File: src/rtl/tws_pkg.sv
package tws_pkg;
  localparam int HALF_W = 16;
  localparam int CMD_W  = 14;

  typedef enum logic [2:0] {
    WT_DATA  = 3'd0,
    WT_CTRL  = 3'd1,
    WT_IDLE0 = 3'd2,
    WT_IDLE1 = 3'd3,
    WT_CEXT  = 3'd4,
    WT_ERR   = 3'd5
  } wtype_e;

  localparam logic [1:0] LS_OFF    = 2'd0;
  localparam logic [1:0] LS_LOCKED = 2'd1;
  localparam logic [1:0] LS_READY  = 2'd2;
  localparam logic [1:0] LS_REPORT = 2'd3;

  // frame type from the shared control pins
  function automatic wtype_e pick_type(input logic frame, input logic s_data,
                                       input logic s_ctrl, input logic fill);
    wtype_e t;
    if (frame) begin
      if (s_ctrl)      t = WT_CTRL;
      else if (s_data) t = WT_DATA;
      else if (fill)   t = WT_IDLE1;
      else             t = WT_IDLE0;
    end else begin
      case ({s_ctrl, s_data})
        2'b01:   t = WT_DATA;
        2'b10:   t = WT_CEXT;
        2'b11:   t = WT_ERR;
        default: t = WT_IDLE0;
      endcase
    end
    return t;
  endfunction

  // word payload for a given type
  function automatic logic [HALF_W-1:0] shape_word(input wtype_e t,
                                                   input logic [HALF_W-1:0] half);
    logic [HALF_W-1:0] w;
    case (t)
      WT_DATA: w = half;
      WT_CTRL: w = {{(HALF_W-CMD_W){1'b0}}, half[CMD_W-1:0]};
      default: w = '0;
    endcase
    return w;
  endfunction
endpackage

File: src/rtl/tws_phase.sv
module tws_phase (
  input  logic clk,
  input  logic rst_n,
  input  logic edge_sel,
  output logic cap_evt
);
  logic phase_q;

  always_ff @(posedge clk) begin
    if (!rst_n) phase_q <= 1'b0;
    else        phase_q <= ~phase_q;
  end

  assign cap_evt = rst_n && (phase_q == edge_sel);
endmodule

File: src/rtl/tws_selftest.sv
module tws_selftest #(
  parameter int W = 16
) (
  input  logic         clk,
  input  logic         rst_n,
  input  logic         adv,
  input  logic         two_step,
  output logic [W-1:0] val
);
  localparam logic [W-1:0] ONE = W'(1);
  localparam logic [W-1:0] TWO = W'(2);

  always_ff @(posedge clk) begin
    if (!rst_n)   val <= '0;
    else if (adv) val <= val + (two_step ? TWO : ONE);
  end
endmodule

File: src/rtl/tws_pair_build.sv
module tws_pair_build
  import tws_pkg::*;
#(
  parameter int CNT_W = 8
) (
  input  logic [1:0]          link_state,
  input  logic                frame_mode,
  input  logic                self_test,
  input  logic [2*HALF_W-1:0] din,
  input  logic                sel_data,
  input  logic                sel_ctrl,
  input  logic                fill,
  input  logic [CNT_W-1:0]    lol_count,
  input  logic [HALF_W-1:0]   st_val,
  output logic [HALF_W-1:0]   lo_w,
  output wtype_e              lo_t,
  output logic [HALF_W-1:0]   hi_w,
  output wtype_e              hi_t,
  output logic                st_adv
);
  logic [HALF_W-1:0] cnt_word;
  wtype_e            sel_t;

  assign cnt_word = {{(HALF_W-CNT_W){1'b0}}, lol_count};
  assign sel_t    = pick_type(frame_mode, sel_data, sel_ctrl, fill);

  always_comb begin
    st_adv = 1'b0;
    lo_w   = '0;
    hi_w   = '0;
    lo_t   = WT_IDLE0;
    hi_t   = WT_IDLE0;
    case (link_state)
      LS_REPORT: begin
        lo_w = cnt_word;
        hi_w = cnt_word;
        lo_t = frame_mode ? WT_CTRL : WT_DATA;
        hi_t = lo_t;
      end
      LS_READY: begin
        if (self_test) begin
          st_adv = 1'b1;
          lo_w   = st_val;
          hi_w   = st_val + HALF_W'(1);
          lo_t   = WT_DATA;
          hi_t   = WT_DATA;
        end else begin
          lo_t = sel_t;
          hi_t = sel_t;
          lo_w = shape_word(sel_t, din[HALF_W-1:0]);
          hi_w = shape_word(sel_t, din[2*HALF_W-1:HALF_W]);
        end
      end
      default: ;
    endcase
  end
endmodule

File: src/rtl/tx_word_sequencer.sv
module tx_word_sequencer
  import tws_pkg::*;
#(
  parameter int CNT_W = 8
) (
  input  logic                clk,
  input  logic                rst_n,
  input  logic                wide_mode,
  input  logic                frame_mode,
  input  logic                edge_sel,
  input  logic                self_test,
  input  logic                ext_flag_en,
  input  logic [1:0]          link_state,
  input  logic [CNT_W-1:0]    lol_count,
  input  logic [2*HALF_W-1:0] din,
  input  logic                sel_data,
  input  logic                sel_ctrl,
  input  logic                fill,
  input  logic [1:0]          flag_in,
  output logic                word_vld,
  output logic [HALF_W-1:0]   word_out,
  output logic [2:0]          word_type,
  output logic                word_flag
);
  logic              cap_evt;
  logic [HALF_W-1:0] st_val;
  logic              st_adv;
  logic [HALF_W-1:0] lo_w, hi_w;
  wtype_e            lo_t, hi_t;

  logic [HALF_W-1:0] hold_w;
  wtype_e            hold_t;
  logic              hold_f;
  logic              tog_q;
  logic              primed_q;
  wtype_e            type_q;

  tws_phase u_phase (
    .clk      (clk),
    .rst_n    (rst_n),
    .edge_sel (edge_sel),
    .cap_evt  (cap_evt)
  );

  tws_selftest #(.W(HALF_W)) u_st (
    .clk      (clk),
    .rst_n    (rst_n),
    .adv      (st_adv && cap_evt),
    .two_step (wide_mode),
    .val      (st_val)
  );

  tws_pair_build #(.CNT_W(CNT_W)) u_pair (
    .link_state (link_state),
    .frame_mode (frame_mode),
    .self_test  (self_test),
    .din        (din),
    .sel_data   (sel_data),
    .sel_ctrl   (sel_ctrl),
    .fill       (fill),
    .lol_count  (lol_count),
    .st_val     (st_val),
    .lo_w       (lo_w),
    .lo_t       (lo_t),
    .hi_w       (hi_w),
    .hi_t       (hi_t),
    .st_adv     (st_adv)
  );

  always_ff @(posedge clk) begin
    if (!rst_n) begin
      word_vld <= 1'b0;
      word_out <= '0;
      type_q   <= WT_IDLE0;
      word_flag <= 1'b0;
      hold_w   <= '0;
      hold_t   <= WT_IDLE0;
      hold_f   <= 1'b0;
      tog_q    <= 1'b0;
      primed_q <= 1'b0;
    end else if (cap_evt) begin
      word_vld  <= 1'b1;
      word_out  <= lo_w;
      type_q    <= lo_t;
      word_flag <= frame_mode && (ext_flag_en ? flag_in[0] : tog_q);
      tog_q     <= ~tog_q;
      hold_w    <= hi_w;
      hold_t    <= hi_t;
      hold_f    <= flag_in[1];
      primed_q  <= 1'b1;
    end else if (wide_mode && primed_q) begin
      word_vld  <= 1'b1;
      word_out  <= hold_w;
      type_q    <= hold_t;
      word_flag <= frame_mode && (ext_flag_en ? hold_f : tog_q);
      tog_q     <= ~tog_q;
    end else begin
      word_vld <= 1'b0;
    end
  end

  assign word_type = type_q;
endmodule

File: config.mk
export PLATFORM = sky130hd
export DESIGN_NAME = tx_word_sequencer
export DESIGN_NICKNAME = d
export VERILOG_FILES = /design/src/rtl/tws_pkg.sv /design/src/rtl/tws_phase.sv /design/src/rtl/tws_selftest.sv /design/src/rtl/tws_pair_build.sv /design/src/rtl/tx_word_sequencer.sv
export SDC_FILE = /design/constraint.sdc
export NUM_CORES = 1
export LEC_CHECK = 0
export BUFFER_PORTS_ARGS = -buffer_cell sky130_fd_sc_hd__buf_4
export CORE_MARGIN = 2
export CORE_UTILIZATION = 56
export CTS_BUF_LIST = sky130_fd_sc_hd__clkbuf_8
export DETAILED_ROUTE_END_ITERATION = 7
export PLACE_DENSITY = 0.81
export SYNTH_ARGS = -nofsm -noshare
export SYNTH_HDL_FRONTEND = slang
export SYNTH_SLANG_ARGS = --single-unit
File: constraint.sdc
create_clock -name clk -period 3.1 [get_ports clk]
set_clock_uncertainty 0.15 [all_clocks]
set_input_delay 0.62 -clock clk [delete_from_list [all_inputs] [get_ports clk]]
set_output_delay 0.62 -clock clk [all_outputs]
set_load 0.02 [all_outputs]
[Yosys cells after proc, flatten, opt, wreduce, memory -nomap -nowiden]
Cells that the tools add are included.
Storage, ports and cells
  word-level logic and storage cells: 58
  output and inout port bits: 21
  flip-flop bits (word level): 60
Cells by class
  $add $sub $neg: 2
  multiplexer cells: 29
  bitwise gates (word level): 2
  eq/ne operators: 7
  reductions and logical operators: 7
Operator list (count)
  16-bit one-hot mux with 2 select lines: 4
  16-bit two-way mux: 4
  3-bit two-way mux: 6
  16-bit by 1-bit adder with 16-bit output (second input constant): 1
  16-bit adder: 1
  1-bit two-way mux: 12
  3-bit one-hot mux with 3 select lines: 1
  2-bit == test (second input constant): 4
  3-bit one-hot mux with 2 select lines: 1
  1-bit logical AND: 5
  3-bit by 1-bit == test with 1-bit output (second input constant): 1
  3-bit zero test: 1
  2-bit by 1-bit == test with 1-bit output (second input constant): 1
  2-bit two-way mux: 1
  1-bit inverter: 2
  2-bit nonzero test: 1
  1-bit == test: 1

[Longest topological paths before layout]
Gate-level depths: netlist of run 1.
  word-level depth: 9
  gate-level depth with buffers: 8
  gate-level depth less buffers: 7

[By module]
From an unflattened synthesis of run 1, not the netlist that was laid out.
Second synthesis, totals
  cell total of the unflattened synthesis: 383
  area total of the unflattened synthesis: 3457.1 um^2
Modules (own cells, without submodules)
  tx_word_sequencer: cells each 167, area each 1786.7 um^2, instances 1
  tws_pair_build: cells each 124, area each 864.6 um^2, instances 1
  tws_selftest: cells each 88, area each 762.0 um^2, instances 1
  tws_phase: cells each 4, area each 43.8 um^2, instances 1

[Worst setup path after synthesis of run 1]
OpenSTA, ideal clock, no wires.
  path kind: input -> register
  start point: in wide_mode
  end point: reg u_st.val[14]
  path slack: 349 ps
  required time: 2880 ps
  path buffers: 1
  library setup time: 70 ps
  stages on the path: 8
  arrival time: 2530 ps
  cells stage by stage: inv_1 -> ha_1 -> inv_1 -> fa_1 -> or4_4 -> buf_6 -> or4_1 -> a21oi_1
Between the ends
  word-level cells in the longest chain between the ends: 2
Ends and longest elaborated chain
  from (decl): line tx_word_sequencer.sv:8  | input logic wide_mode,
  2-bit two-way mux: line tws_selftest.sv:15  | else if (adv) val <= val + (two_step ? TWO : ONE);
  16-bit adder: line tws_selftest.sv:15
  to (signal assigned): line tws_selftest.sv:15
  to (decl): line tws_selftest.sv:8  | output logic [W-1:0] val
No other way between the ends.
A chain may end at the register's enable or synchronous reset.

[Final worst setup path of run 1]
  start point: in wide_mode
  end point: reg u_st.val[12]
Same word-level chain as after synthesis.

==> impl_metrics.csv, run 1 <==
group,metric,value,unit
status,status,"finished clean",
critical_path,r2r_cells,5,
yosys,synthArstFlopShare,0,%
floorplan,die_width,80.9,microns
placed_design,place_congestion,0.909,
clock_tree,cts_tree,"built",
yosys,synth_edf_count,0,
sta,fin_crit_sh,83.5,%
yosys,ys_seq_area_share,36.2,%
clock_tree,post_cts_resized,0,
grt,grt_pass1_vias,3198,
hold_path,hp-class,"reg -> reg",
routing,dr.pass1.iters,8,
clock_tree,clock_sinks,60,
placed_design,dp.cells,535,
sta,hold_viol,0,
critical_path,timing_worst_setup_path_type,"in -> reg",
clock_tree,clock_path_buffers,2,
yosys,synth_area,0.00331,sq mm
routing,wl_per_cell,18.6,microns
floorplan,core,0.00582,sq mm
floorplan,start_util,57.0,%
floorplan,ioPinCount,75,
critical_path,crit_end,"u_st.val[12]$_SDFFE_PN0P_",
layout,mostFrequentLayoutCells,"buf_4 (81), dfxtp_1 (60), nand2_1 (49)",
critical_path,r2r_slack,0.57,ns
yosys,synth.distinct_cells,54,
yosys,synthFlopType,"dfxtp_1",
hold_path,hp-start,"hold_t[1]$_SDFFE_PN1P_",
routing,totalWireLength,10300,microns
clock_tree,htreeDepth,3,
critical_path,crit-reg2reg-capture,"u_st.val[12]$_SDFFE_PN0P_",
routing,vias_per_cell,6.51,
sta,min_period,2.59,ns
layout,final_common_cell,"buf_4",
yosys,yosysTopAreaCell,"dfxtp_1",
critical_path,critPathRequiredTime,3.23,ns
critical_path,reg2reg_from,"u_st.val[1]$_SDFFE_PN0P_",
layout,syn_to_final_growth,23.4,%
sta,whs,0.297,ns
critical_path,cp_max_fo,11,
pwr,leakagePower,1.57,nW
floorplan,rows,28,
flow_run,cap_violations,0,
yosys,syn_inst,416,
sta,timing.fmax,0.387,GHz
critical_path,cp-startpoint,"wide_mode",
layout,fin_cells,551,
critical_path,crit_path_end_kind,"flop",
sta,worst_slack,0.513,ns
placed_design,dp_slack,0.195,ns
grt,grt_max_degree,39,
clock_tree,cts.clk_slew.worst_paths,0.07,ns
placed_design,hpwl,7070,microns
critical_path,slowest_stage,"or4_4",
clock_tree,postCtsSetupBuffers,0,
yosys,ys_warn_count,0,
sta,slew_headroom,49.7,%
clock_tree,cts_made_buffers,9,
sta,tns,0,ns
routing,antenna_left,0,
clock_tree,worstSkewPairLatency,0.34,ns
pwr,power_density,484,mW/mm^2
yosys,yosysTopAreaCellShare,36.2,%
yosys,syn_nets,474,
critical_path,critPathMaxStageDelay,0.62,ns
layout,final_util,70.3,%
critical_path,start_kind,"input port",
yosys,synth_area_leaders,"dfxtp_1 (36%), nand2_1 (5.5%), a21oi_1 (5.4%), o21ai_0 (5.4%), xnor2_1 (3.4%)",
sta,setup_viol,0,
grt,antenna_found_initial,0,
critical_path,critPathMostFrequentCell,"inv_1",
clock_tree,cts_root_buffer,"clkbuf_8",
grt,grt_usage,31.7,%
pwr,peakVddDrop,0.000297,V
routing,drt-initial-drc-count,447,
sta,slew_viol_final,0,
floorplan,dieHeight,80.9,microns
floorplan,die-area,0.00655,sq mm
yosys,synth_seq_cells,60,
placed_design,io_buffers,74,
routing,drc,0,
grt,grt-ovfl-total,0,
layout,drive_gt1_share,22.3,%
layout,final_net_count,529,
layout,diodes,0,
routing,num_vias,3588,
critical_path,crit_chain,"buf_4 -> inv_1 -> ha_1 -> inv_1 -> fa_1 -> or4_4 -> or4_1 -> a21oi_1",
sta,tightestPinTransition,0.754,ns
critical_path,cp.arrival,2.71,ns
yosys,avgSynthCellArea,7.97,sq um
sta,rsz0062_at_grt,"false",
grt,grt_pass1_wl,16000,microns
clock_tree,ctsHoldBuffers,0,
-- where the power goes --
part           switching [mW]  internal, mW  total (mW)
clock network           0.312         0.467       0.779
registers              0.0233         0.814       0.837
logic                   0.210         0.153       0.363
-- flip-flops by register name (all words and copies together) (netlist names) --
| signal | flops |
|---|---|
| word_type | 3 |
| hold_f | 1 |
| tog_q | 1 |
| word_out | 16 |
| word_flag | 1 |
| word_vld | 1 |
| u_st.val | 16 |
| hold_w | 16 |
| primed_q | 1 |
| u_phase.phase_q | 1 |
| hold_t | 3 |
-- cell usage after synthesis, drive strengths merged, types with 2 or more instances --
| library cell | number |
|---|---|
| nor2 | 20 |
| a22oi | 7 |
| or2 | 4 |
| o22ai | 4 |
| a221o | 2 |
| ha | 3 |
| buf | 12 |
| o21a | 6 |
| a21oi | 36 |
| o32ai | 5 |
| a222oi | 2 |
| o21ai | 37 |
| a31oi | 3 |
| a221oi | 8 |
| nand2b | 7 |
| nand3 | 12 |
| a311oi | 5 |
| nand4 | 6 |
| or4 | 7 |
| clkbuf | 25 |
| xnor2 | 13 |
| o211ai | 2 |
| a21o | 4 |
| and3 | 3 |
| or3 | 7 |
| and2 | 2 |
| o31ai | 8 |
| xor2 | 3 |
| nor4 | 9 |
| mux2 | 2 |
| nor3 | 5 |
| inv | 7 |
| o211a | 4 |
| nand2 | 49 |
| a32oi | 3 |
| dfxtp | 60 |
| a211oi | 2 |
| mux2i | 4 |
| nor2b | 8 |
-- cell type report --
type                    count  area (sq um)
clock inverters             6          78.8
clock buffers              10           138
well taps                  75          93.8
flip-flops and latches     60          1200
repair buffers             81           608
multi-input cells         311          1940
fillers                   496          1730
inverters                   8          30.0
-- stage by stage --
step	power (mW)	cell area [sq um]
2_1_floorplan	1.05	3310
3_3_place_gp	1.20	3870
3_5_place_dp	1.21	3870
4_1_cts	1.98	4090
5_1_grt	2.06	4090
6_report	1.98	4090
-- layer usage --
metal | up-vias | wire, microns | track usage [%]
met5 | - | 0 | 0
met4 | 0 | 333 | 13.7
met3 | 40 | 1050 | 4.89
met2 | 214 | 4750 | 50.7
met1 | 1683 | 4130 | 42.4
li1 | 1651 | - | -
-- how the worst min path moves through the flow --
stage	to	cells past startpoint
finish	hold_t[1]$_SDFFE_PN1P_	2
global route	hold_t[1]$_SDFFE_PN1P_	2
CTS	hold_t[1]$_SDFFE_PN1P_	2
detailed placement	hold_t[1]$_SDFFE_PN1P_	2
global placement	hold_w[9]$_SDFFE_PN0P_	1
floorplan	hold_w[9]$_SDFFE_PN0P_	1
-- worst max-delay path, delay by kind of cell --
kind                     cells  cell delay, ns
adder cells (fa/ha/maj)      2            0.57
AO/OA/AOI/OAI                1            0.14
buffers and inverters        3            0.27
AND/OR/NAND/NOR              2            1.11
-- cells by family (layout without fill, tap and decap cells) --
group	Yosys count	after routing	share of synthesized area, %
adder cells (fa/ha/maj)	4	4	1.74
flip-flops	60	60	36.2
AND/OR/NAND/NOR	141	141	21.7
AO/OA/AOI/OAI	144	144	28.5
multiplexers	6	6	1.89
buffers and inverters	45	105	5.70
XOR/XNOR	16	16	4.23
Note: power is estimated with default switching activity, not from simulation.
==> run 2: changes to the inputs <==
==> constraint.sdc (replaced) <==
create_clock -name clk -period 2.44 [get_ports clk]
set_clock_uncertainty 0.15 [all_clocks]
set_input_delay 0.488 -clock clk [delete_from_list [all_inputs] [get_ports clk]]
set_output_delay 0.488 -clock clk [all_outputs]
set_load 0.02 [all_outputs]
==> run 2 against run 1 <==
Worst hold slack lost 0.045 ns. Cell area is 4.2% higher. Total power rose by 32%. Wire length grew 3.4%. Sequential cell count did not move. Count of clock-buffer cells in the layout grew 2. Clock power increased by 36%. First-iteration DRC count is 8.5% lower. Die area unchanged. Non-clock buffer count is 18 higher. Critical endpoint unchanged.
==> impl_metrics.csv, run 2 (synthesis results as in run 1) <==
group,metric,value,unit
layout,regArea,0.00120,sq mm
hold_path,hp-class,"in -> reg",
placed_design,dp_slack,-0.108,ns
layout,final_common_cell,"buf_4",
pwr,peakVddDrop,0.000409,V
clock_tree,worstSkewPairLatency,0.35,ns
critical_path,cp.arrival,2.44,ns
sta,rsz0062_at_grt,"false",
placed_design,hpwl,7500,microns
layout,nFillCells,452,
clock_tree,postCtsSetupBuffers,0,
sta,slew_viol_final,0,
pwr,leakagePower,1.66,nW
sta,worst_slack,0.133,ns
clock_tree,clock_path_buffers,2,
sta,slew_headroom,60.2,%
layout,diodes,0,
layout,mostFrequentLayoutCells,"buf_4 (99), dfxtp_1 (60), nand2_1 (49)",
pwr,p_int,1.90,mW
routing,wl_per_cell,18.7,microns
routing,drt-initial-drc-count,409,
critical_path,timing_worst_setup_path_type,"reg -> reg",
flow_run,cap_violations,0,
sta,whs,0.252,ns
sta,min_period,2.31,ns
sta,fin_crit_sh,94.5,%
critical_path,cp_max_fo,6,
critical_path,critPathRequiredTime,2.57,ns
floorplan,rows,28,
pwr,comb_power_share,18.4,%
clock_tree,cts.clk_slew.worst_paths,0.07,ns
critical_path,r2r_cells,6,
floorplan,die-area,0.00655,sq mm
routing,num_vias,3715,
grt,grt_pass1_wl,16600,microns
layout,multi_input_area,0.00195,sq mm
hold_path,hold_depth,3,
critical_path,start_kind,"flop",
grt,grt_pass1_vias,3382,
floorplan,start_util,57.0,%
sta,tightestPinTransition,0.580,ns
sta,hold_viol,0,
placed_design,io_buffers,74,
routing,vias_per_cell,6.53,
clock_tree,clock_sinks,60,
floorplan,die_width,80.9,microns
layout,top_regs,"hold_w: 16 flops, u_st.val: 16 flops, word_out: 16 flops",
placed_design,place_congestion,0.911,
pwr,pwr-share-clk,40.7,%
grt,antenna_found_initial,0,
floorplan,core,0.00582,sq mm
pwr,p_switching,707,uW
routing,antenna_left,0,
grt,grt-ovfl-total,0,
clock_tree,cts_tree,"built",
clock_tree,cts_made_buffers,9,
pwr,pwr-share-seq,40.9,%
routing,totalWireLength,10600,microns
pwr,swShare,27.1,%
clock_tree,cts_root_buffer,"clkbuf_8",
layout,drive_gt1_share,25.9,%
critical_path,crit_path_end_kind,"flop",
pwr,power_density,611,mW/mm^2
clock_tree,ctsHoldBuffers,0,
layout,final_net_count,547,
floorplan,dieHeight,80.9,microns
status,status,"finished clean",
layout,syn_to_final_growth,28.5,%
grt,grt_usage,33.5,%
clock_tree,post_cts_resized,0,
clock_tree,htreeDepth,3,
routing,drc,0,
floorplan,ioPinCount,75,
sta,setup_viol,0,
sta,tns,0,ns
routing,dr.pass1.iters,6,
grt,grt_max_degree,39,
sta,timing.fmax,0.434,GHz
## run 2: cell types whose count changed in the layout (fill, tap and decap cells not counted), sizes merged
cell	change
clkinv	-1
inv	-1
clkbuf	+2
buf	+18
## run 2: path summary, 6_finish.rpt
| check | from | to | slack [ns] |
|---|---|---|---|
| setup / recovery | u_st.val[0]$_SDFFE_PN0P_ | u_st.val[12]$_SDFFE_PN0P_ | 0.13 |
| hold / removal | din[27] | hold_w[11]$_SDFFE_PN0P_ | 0.25 |
| setup reg to reg | u_st.val[0]$_SDFFE_PN0P_ | u_st.val[12]$_SDFFE_PN0P_ | 0.13 |
| hold reg to reg | hold_t[1]$_SDFFE_PN1P_ | hold_t[1]$_SDFFE_PN1P_ | 0.31 |
## run 2: power by group through the flow
| stage | Clock, mW | Combinational [mW] | Sequential [mW] |
|---|---|---|---|
| 3_3_place_gp | 0 | 0.461 | 1.08 |
| 4_1_cts | 1.06 | 0.472 | 1.06 |
| 5_1_grt | 1.10 | 0.515 | 1.07 |
| 2_1_floorplan | 0 | 0.225 | 1.12 |
| 6_report | 1.06 | 0.478 | 1.06 |
| 3_5_place_dp | 0 | 0.469 | 1.08 |
## run 2: per-stage QoR
step	cells	power (mW)	area [sq um]	util, %
floorplan	416	1.34	3330	-
global placement	553	1.54	4030	69.2
detailed placement	553	1.55	4030	69.2
CTS	569	2.59	4260	73.3
global route	569	2.69	4260	73.3
finish	569	2.60	4260	73.3
## run 2: area by class of cell
class / instances / share of cell area [%]
Clock inverter: 4 / 1.64
Tap cell: 75 / 2.20
Clock buffer: 12 / 3.88
Sequential cell: 60 / 28.2
Timing Repair Buffer: 99 / 17.4
Inverter: 8 / 0.764
Multi-Input combinational cell: 311 / 45.9
## run 2: critical path: stages, from the launching register on
cell	delay (ns)
dfxtp_1	0.38
ha_4	0.15
inv_1	0.05
fa_2	0.33
or4_4	0.53
or4_1	0.50
a21oi_1	0.15
## run 2: layer usage
metal  vias to the layer above  track usage (%)  wire length [microns]
met2                       262             55.0                   4980
met3                        49             6.33                   1090
met1                      1718             41.8                   4160
met5                         -                0                      0
met4                         0             17.5                    399
li1                       1686                -                      -
